File: config.mk
export PLATFORM = sky130hd
export DESIGN_NAME = pwm_fault_guard
export DESIGN_NICKNAME = d
export VERILOG_FILES = /design/src/rtl/fpc_pkg.sv /design/src/rtl/fpc_regs.sv /design/src/rtl/fpc_filter.sv /design/src/rtl/fpc_latch.sv /design/src/rtl/pwm_fault_guard.sv
export SDC_FILE = /design/constraint.sdc
export NUM_CORES = 1
export LEC_CHECK = 0
export CAP_MARGIN = 40
export CORE_MARGIN = 10
export CORE_UTILIZATION = 50
export CTS_CLUSTER_DIAMETER = 80
export DETAILED_ROUTE_END_ITERATION = 7
export GPL_ROUTABILITY_DRIVEN = 0
export GPL_TIMING_DRIVEN = 0
export PLACE_DENSITY = 0.7
export RECOVER_POWER = 100
export SETUP_SLACK_MARGIN = 0.2
export SYNTH_ARGS = -nofsm -noshare
export SYNTH_HDL_FRONTEND = slang
export SYNTH_SLANG_ARGS = --single-unit
File: constraint.sdc
create_clock -name clk -period 6.8 [get_ports clk]
set_input_delay 2.04 -clock clk [delete_from_list [all_inputs] [get_ports clk]]
set_output_delay 2.04 -clock clk [all_outputs]
set_load 0.05 [all_outputs]
File: src/rtl/fpc_pkg.sv
package fpc_pkg;
  localparam logic [2:0] ADR_LEVEL = 3'd0;
  localparam logic [2:0] ADR_MODE  = 3'd1;
  localparam logic [2:0] ADR_RECOV = 3'd2;
  localparam logic [2:0] ADR_COMB  = 3'd3;
  localparam logic [2:0] ADR_IEN   = 3'd4;
  localparam logic [2:0] ADR_FILT  = 3'd5;
  localparam logic [2:0] ADR_FLAG  = 3'd6;

  localparam logic [1:0] CLR_AUTO = 2'd0;
  localparam logic [1:0] CLR_MAN  = 2'd1;
  localparam logic [1:0] CLR_SAFE = 2'd2;
endpackage

File: src/rtl/fpc_regs.sv
module fpc_regs
  import fpc_pkg::*;
#(
  parameter int NF    = 4,
  parameter int PER_W = 8,
  parameter int CNT_W = 3,
  parameter int DW    = 11
) (
  input  logic                  clk,
  input  logic                  rst_n,
  input  logic                  wr_en,
  input  logic [2:0]            wr_addr,
  input  logic [DW-1:0]         wr_data,
  output logic [NF-1:0]         level,
  output logic [NF-1:0][1:0]    mode,
  output logic [NF-1:0][1:0]    recov,
  output logic [NF-1:0]         comb_en,
  output logic [NF-1:0]         ien,
  output logic [PER_W-1:0]      period,
  output logic [CNT_W-1:0]      need,
  output logic                  filt_wr,
  output logic [NF-1:0]         flag_clr
);
  always_ff @(posedge clk) begin
    if (!rst_n) begin
      level   <= '1;
      mode    <= '0;
      recov   <= '1;
      comb_en <= '0;
      ien     <= '0;
      period  <= '0;
      need    <= '0;
    end else if (wr_en) begin
      case (wr_addr)
        ADR_LEVEL: level   <= wr_data[NF-1:0];
        ADR_MODE:  mode    <= wr_data[2*NF-1:0];
        ADR_RECOV: recov   <= wr_data[2*NF-1:0];
        ADR_COMB:  comb_en <= wr_data[NF-1:0];
        ADR_IEN:   ien     <= wr_data[NF-1:0];
        ADR_FILT: begin
          period <= wr_data[PER_W-1:0];
          need   <= wr_data[PER_W +: CNT_W];
        end
        default: ;
      endcase
    end
  end

  assign filt_wr  = wr_en && (wr_addr == ADR_FILT);
  assign flag_clr = (wr_en && (wr_addr == ADR_FLAG)) ? wr_data[NF-1:0] : '0;
endmodule

File: src/rtl/fpc_filter.sv
module fpc_filter #(
  parameter int CNT_W = 3
) (
  input  logic             clk,
  input  logic             rst_n,
  input  logic             raw_act,
  input  logic             tick,
  input  logic             bypass,
  input  logic             clr,
  input  logic [CNT_W-1:0] need,
  output logic             act
);
  logic             s1, s2, fq;
  logic [CNT_W-1:0] agree;

  always_ff @(posedge clk) begin
    if (!rst_n) begin
      s1    <= 1'b0;
      s2    <= 1'b0;
      fq    <= 1'b0;
      agree <= '0;
    end else begin
      s1 <= raw_act;
      s2 <= s1;
      if (clr) begin
        fq    <= 1'b0;
        agree <= '0;
      end else if (tick) begin
        if (s2 != fq) begin
          if (agree == need) begin
            fq    <= s2;
            agree <= '0;
          end else begin
            agree <= agree + 1'b1;
          end
        end else begin
          agree <= '0;
        end
      end
    end
  end

  assign act = bypass ? s2 : fq;
endmodule

File: src/rtl/fpc_latch.sv
module fpc_latch
  import fpc_pkg::*;
(
  input  logic       clk,
  input  logic       rst_n,
  input  logic       act,
  input  logic       raw_act,
  input  logic       comb_en,
  input  logic [1:0] mode,
  input  logic [1:0] recov,
  input  logic       clr,
  input  logic       half_stb,
  input  logic       full_stb,
  output logic       flag,
  output logic       hold,
  output logic       off
);
  logic prev, pend;
  logic rise, manual, safe, clr_ok, boundary;

  assign rise     = act & ~prev;
  assign manual   = (mode != CLR_AUTO);
  assign safe     = mode[1];
  assign clr_ok   = clr & ~(safe & act);
  assign boundary = (half_stb & recov[0]) | (full_stb & recov[1]);

  always_ff @(posedge clk) begin
    if (!rst_n) begin
      prev <= 1'b0;
      pend <= 1'b0;
      flag <= 1'b0;
      hold <= 1'b0;
    end else begin
      prev <= act;
      if (rise)        flag <= 1'b1;
      else if (clr_ok) flag <= 1'b0;

      if (rise)                    pend <= 1'b1;
      else if (!manual && !act)    pend <= 1'b0;
      else if (manual && clr_ok)   pend <= 1'b0;

      if (rise || pend) hold <= 1'b1;
      else if (boundary) hold <= 1'b0;
    end
  end

  assign off = hold | (comb_en & raw_act);
endmodule

File: src/rtl/pwm_fault_guard.sv
module pwm_fault_guard #(
  parameter int NF    = 4,
  parameter int PER_W = 8,
  parameter int CNT_W = 3,
  localparam int DW   = (2*NF > PER_W+CNT_W) ? 2*NF : PER_W+CNT_W
) (
  input  logic          clk,
  input  logic          rst_n,
  input  logic [NF-1:0] fault_in,
  input  logic          half_stb,
  input  logic          full_stb,
  input  logic          wr_en,
  input  logic [2:0]    wr_addr,
  input  logic [DW-1:0] wr_data,
  output logic [NF-1:0] fault_off,
  output logic [NF-1:0] fault_flag,
  output logic          fault_irq
);
  logic [NF-1:0]      level, comb_en, ien, flag_clr, raw_act, filt_act, hold_q;
  logic [NF-1:0][1:0] mode, recov;
  logic [PER_W-1:0]   period, per_cnt;
  logic [CNT_W-1:0]   need;
  logic               filt_wr, bypass, tick;

  fpc_regs #(.NF(NF), .PER_W(PER_W), .CNT_W(CNT_W), .DW(DW)) u_regs (
    .clk(clk), .rst_n(rst_n), .wr_en(wr_en), .wr_addr(wr_addr), .wr_data(wr_data),
    .level(level), .mode(mode), .recov(recov), .comb_en(comb_en), .ien(ien),
    .period(period), .need(need), .filt_wr(filt_wr), .flag_clr(flag_clr)
  );

  assign bypass = (period == '0);
  assign tick   = !bypass && (per_cnt == period - PER_W'(1));

  always_ff @(posedge clk) begin
    if (!rst_n || filt_wr || bypass || tick) per_cnt <= '0;
    else                                      per_cnt <= per_cnt + 1'b1;
  end

  assign raw_act = ~(fault_in ^ level);

  for (genvar i = 0; i < NF; i++) begin : g_fault
    fpc_filter #(.CNT_W(CNT_W)) u_filt (
      .clk(clk), .rst_n(rst_n), .raw_act(raw_act[i]), .tick(tick),
      .bypass(bypass), .clr(filt_wr), .need(need), .act(filt_act[i])
    );
    fpc_latch u_latch (
      .clk(clk), .rst_n(rst_n), .act(filt_act[i]), .raw_act(raw_act[i]),
      .comb_en(comb_en[i]), .mode(mode[i]), .recov(recov[i]), .clr(flag_clr[i]),
      .half_stb(half_stb), .full_stb(full_stb),
      .flag(fault_flag[i]), .hold(hold_q[i]), .off(fault_off[i])
    );
  end

  assign fault_irq = |(fault_flag & ien);
endmodule

[Word level (Yosys, flattened, before mapping)]
Cells that the tools add are included.
Word-level totals
  register bits: 87
  input bits: 23
  word-level logic and storage cells: 210
Cells by class
  add/sub/neg operators: 6
  eq/ne operators: 15
  muxes and demuxes: 41
  bitwise logic cells: 44
  reduce and logical (&&, ||, !) cells: 58
Operator list (count)
  $mux 1: 32
  $and 1x1->1: 24
  $mux 3: 8
  $reduce_bool 2->1: 12
  $add 3x1->3 const B: 4
  $eq 3x3->1: 4
  $reduce_and 2->1: 6
  $reduce_and 3->1: 4
  $reduce_bool 3->1: 4
  $logic_and 1x1->1: 11
  $logic_not 1->1: 10
  $eq 3x3->1 const B: 3
  $not 1->1: 9
  $add 8x1->8 const B: 1
  $eq 8x8->1: 1
  $logic_not 8->1: 1
  $or 1x1->1: 8
  $sub 8x1->8 const B: 1
  $logic_or 1x1->1: 7
  $eq 3x2->1 const B: 2
  $and 4x4->4: 1
  $mux 4: 1
  $ne 1x1->1: 4
  $not 4->4: 1
  other kinds (5): 5

[Longest topological paths before layout]
  depth after elaboration: 9
  mapped depth: 9

[Hierarchy]
Synthesis repeated with hierarchy kept, for this count alone.
Unflattened totals
  cells, all modules: 450
  area, all modules: 4399.2 µm²
Modules (own cells, without submodules)
  fpc_regs: instances 1, cells each 162, area each 1654.1 µm², sequential area each 780.7 µm²
  fpc_filter: instances 4, cells each 32, area each 306.5 µm², sequential area each 120.1 µm²
  fpc_latch: instances 4, cells each 18, area each 190.2 µm², sequential area each 80.1 µm²
  pwm_fault_guard: instances 1, cells each 88, area each 758.2 µm², sequential area each 160.2 µm²

[Least setup slack after synthesis]
Ideal clock, no wire load.
  path type: input to output
  start point: input fault_in[0]
  end point: output fault_off[0]
  arrival: 2.496 ns
  slack: 2.264 ns
  stages on the path: 3
  path through: xnor2_1 a21o_1 buf_4
On the way
  word-level cells in the longest chain between the ends: 4
Ends and longest elaborated chain
  start, declared: RTL line pwm_fault_guard.sv:9  | input logic [NF-1:0] fault_in,
  $xor 4x4->4: RTL line pwm_fault_guard.sv:39  | assign raw_act = ~(fault_in ^ level);
  $not 4->4: RTL line pwm_fault_guard.sv:39
  $and 1x1->1: RTL line fpc_latch.sv:47  | assign off = hold | (comb_en & raw_act);
  $or 1x1->1: RTL line fpc_latch.sv:47
  end, declared: RTL line pwm_fault_guard.sv:15  | output logic [NF-1:0] fault_off,
Every way passes these cells.

[Worst setup path in the final report]
  start point: input fault_in[2]
  end point: output fault_off[2]
The elaborated chain is that of the path after synthesis.

==> impl_metrics.yaml <==
global_routing:
  top_usage_layer: "met2"
  grt_pass1_vias: 3131
  grt_max_degree: 16
  grt_pass1_wl_mm: 15.01
  grt_use_met1_pct: 18.17
  grtUsageMet3_pct: 3.890
  use_met2_pct: 23.55
  antenna_found_initial: 0
  globalRoute.totalOverflow: 0
  track_usage_pct: 14.43
clock_network:
  cts_root_buffer: "clkbuf_8"
  tritoncts: "built"
  cts_buffers: 9
  postCtsSetupRepairBufs: 0
  clockBufferDepth: 2
  htreeDepth: 3
  cts_resized: 0
  hold_buffers: 0
  clock_sinks: 87
  path_clk_slew_ns: 0.09
  clkLatencyLatePin_ns: 0.36
logic_synthesis:
  syn_area_um2: 4088
  yosysWarnings: 0
  ys_seq_area_share_pct: 42.61
  synth_seq_cells: 87
  yosys-top-cells-count: "dfxtp_1, nand2_1, nand3_1"
  synth_area_leader_cell: "dfxtp_1"
  synth_edf_count: 0
  ys.flop_type: "dfxtp_1"
  syn_nets: 500
  async_reset_ff_share_pct: 0
  syn_avg_cell_area_um2: 8.679
  synth_top_area_share_pct: 42.61
  yosysMostFrequentCell: "dfxtp_1"
  synth.distinct_cells: 49
  postSynthCellCount: 471
  synth_area_leaders: "dfxtp_1, nand2_1, mux2i_1"
power:
  p_sw_mw: 0.2596
  combPwrFrac_pct: 10.4
  vdd_ir_drop_max_mv: 0.1411
  leakage_nw: 1.881
  switching_share_pct: 25.76
  power.total_mw: 1.008
  p_seq_share_pct: 52.7
  power.share.clock_pct: 36.9
  power_density_nw_per_um2: 215.0
  internal_power_mw: 0.7480
cells_and_area:
  drive_gt1_share_pct: 6.796
  num-nets-final: 539
  multi_input_area_um2: 2135
  fillCellCount: 741
  areaGrowthSynthToFinish_pct: 14.66
  seq_area_um2: 1742
  insertedDiodeCount: 0
  final_cells: 617
timing:
  relSlewSlack_pct: 38.17
  slew_viol_final: 0
  tightest_slew_ns: 0.9255
  post-route-min-period_ns: 5.859
  fin_ws_ns: 0.9411
  skew_ns: 0.008959
  hold_violations: 0
  setup_viol: 0
  fin_crit_sh_pct: 86.16
  max_clock_freq_mhz: 170.7
  fin_tns_setup_ns: 0
  rsz0062_at_grt: "no"
route:
  firstDrtPassIters: 4
  drc: 0
  wl_per_cell_um: 14.46
  ant_nets: 0
  wirelength_mm: 8.924
  dr_total_vias: 3218
  vias_per_cell: 5.216
  drtIter0Drc: 109
floorplan:
  io_pins: 32
  die_w_um: 110.4
  rows: 32
  die-area_um2: 12190
  die_h_um: 110.4
  core_area_um2: 7848
  start_util_pct: 52.09
placement:
  dpl.hpwl_mm: 6.674
  dp_cells: 601
  pre_cts_ws_ns: 1.024
  port_buffers: 27
setup_path:
  critPathArrivalTime_ns: 3.82
  crit_required_ns: 4.76
  cp_max_fo: 2
  crit_path_end_kind: "primary output"
  critical_path.startpoint_type: "primary input"
  path_class: "in2out"
  ff2ff_setup_slack_ns: 4.17
status:
  status: "complete, no violations"
flow_run:
  maxCapViolCount: 0
min_path:
  hold_class: "reg2reg"
[worst paths after layout]
path	startpoint	endpoint	cells after the start
max	fault_in[2]	fault_off[2]	5
min	g_fault[2].u_filt.s1	g_fault[2].u_filt.s2	1
max reg2reg	u_regs.period[0]	per_cnt[4]	9
min reg2reg	g_fault[2].u_filt.s1	g_fault[2].u_filt.s2	1
[cell families (layout without fill, tap and decap cells)]
kind of cell | count (synthesis) | after routing | synth area share (%)
compound gates | 61 | 61 | 11.11
xor+xnor | 34 | 34 | 7.285
simple gates | 212 | 212 | 25.25
mux | 28 | 28 | 6.918
buf+inv | 43 | 87 | 4.989
flops | 87 | 87 | 42.61
fa+ha+maj | 6 | 6 | 1.836
[final cells by class]
class	instances	share of cell area (%)
clock inverters	6	1.468
inverters	9	0.7208
flip-flops and latches	87	37.16
plain buffers	34	3.604
repair buffers	28	5.846
multi-input cells	341	45.54
clock buffers	10	2.936
well taps	102	2.723
[power groups by stage]
| stage | clock [mW] | sequential [mW] | combinational (mW) |
|---|---|---|---|
| 5_1_grt | 0.404 | 0.533 | 0.115 |
| 3_3_place_gp | 0 | 0.542 | 0.105 |
| 4_1_cts | 0.380 | 0.531 | 0.107 |
| 3_5_place_dp | 0 | 0.543 | 0.107 |
| 6_report | 0.372 | 0.531 | 0.105 |
| 2_1_floorplan | 0 | 0.540 | 0.0710 |
[flip-flops by register name, indices dropped and copies added (netlist names), 8 cells and up]
register / cells
u_regs.period: 8
g_fault.u_filt.agree: 12
u_regs.mode: 8
per_cnt: 8
u_regs.recov: 8
[layout by cell type (no fill, tap or decap), drive strengths merged, types with 11 or more instances in the layout]
master / count
clkdlybuf4s50: 16
clkbuf: 34
nand3: 28
xor2: 22
dfxtp: 87
nor3: 14
and2: 11
xnor2: 12
nand2: 82
nor2: 25
dlygate4sd3: 11
nor2b: 26
a21boi: 19
buf: 11
mux2i: 26
[per-stage QoR]
stage / area (um2) / hold WS [ns] / utilization [%]
2_1_floorplan: 4088 / 0.4119 / -
3_3_place_gp: 4486 / 0.4152 / 57.16
3_5_place_dp: 4493 / 0.4276 / 57.25
4_1_cts: 4700 / 0.4422 / 59.89
5_1_grt: 4687 / 0.4596 / 59.73
6_report: 4687 / 0.4431 / 59.73
[critical path, cell delays in order]
cell	delay, ns
clkdlybuf4s50_1	0.42
xnor2_1	0.22
a21o_1	0.16
buf_4	0.10
dlygate4sd3_1	0.87
[per-layer routing]
| layer | wire length, um | vias up |
|---|---|---|
| met5 | 0 | - |
| met4 | 107 | 0 |
| met3 | 307 | 9 |
| met2 | 4136 | 54 |
| met1 | 4373 | 1507 |
| li1 | - | 1648 |
Note: power is estimated with default switching activity, not from simulation.
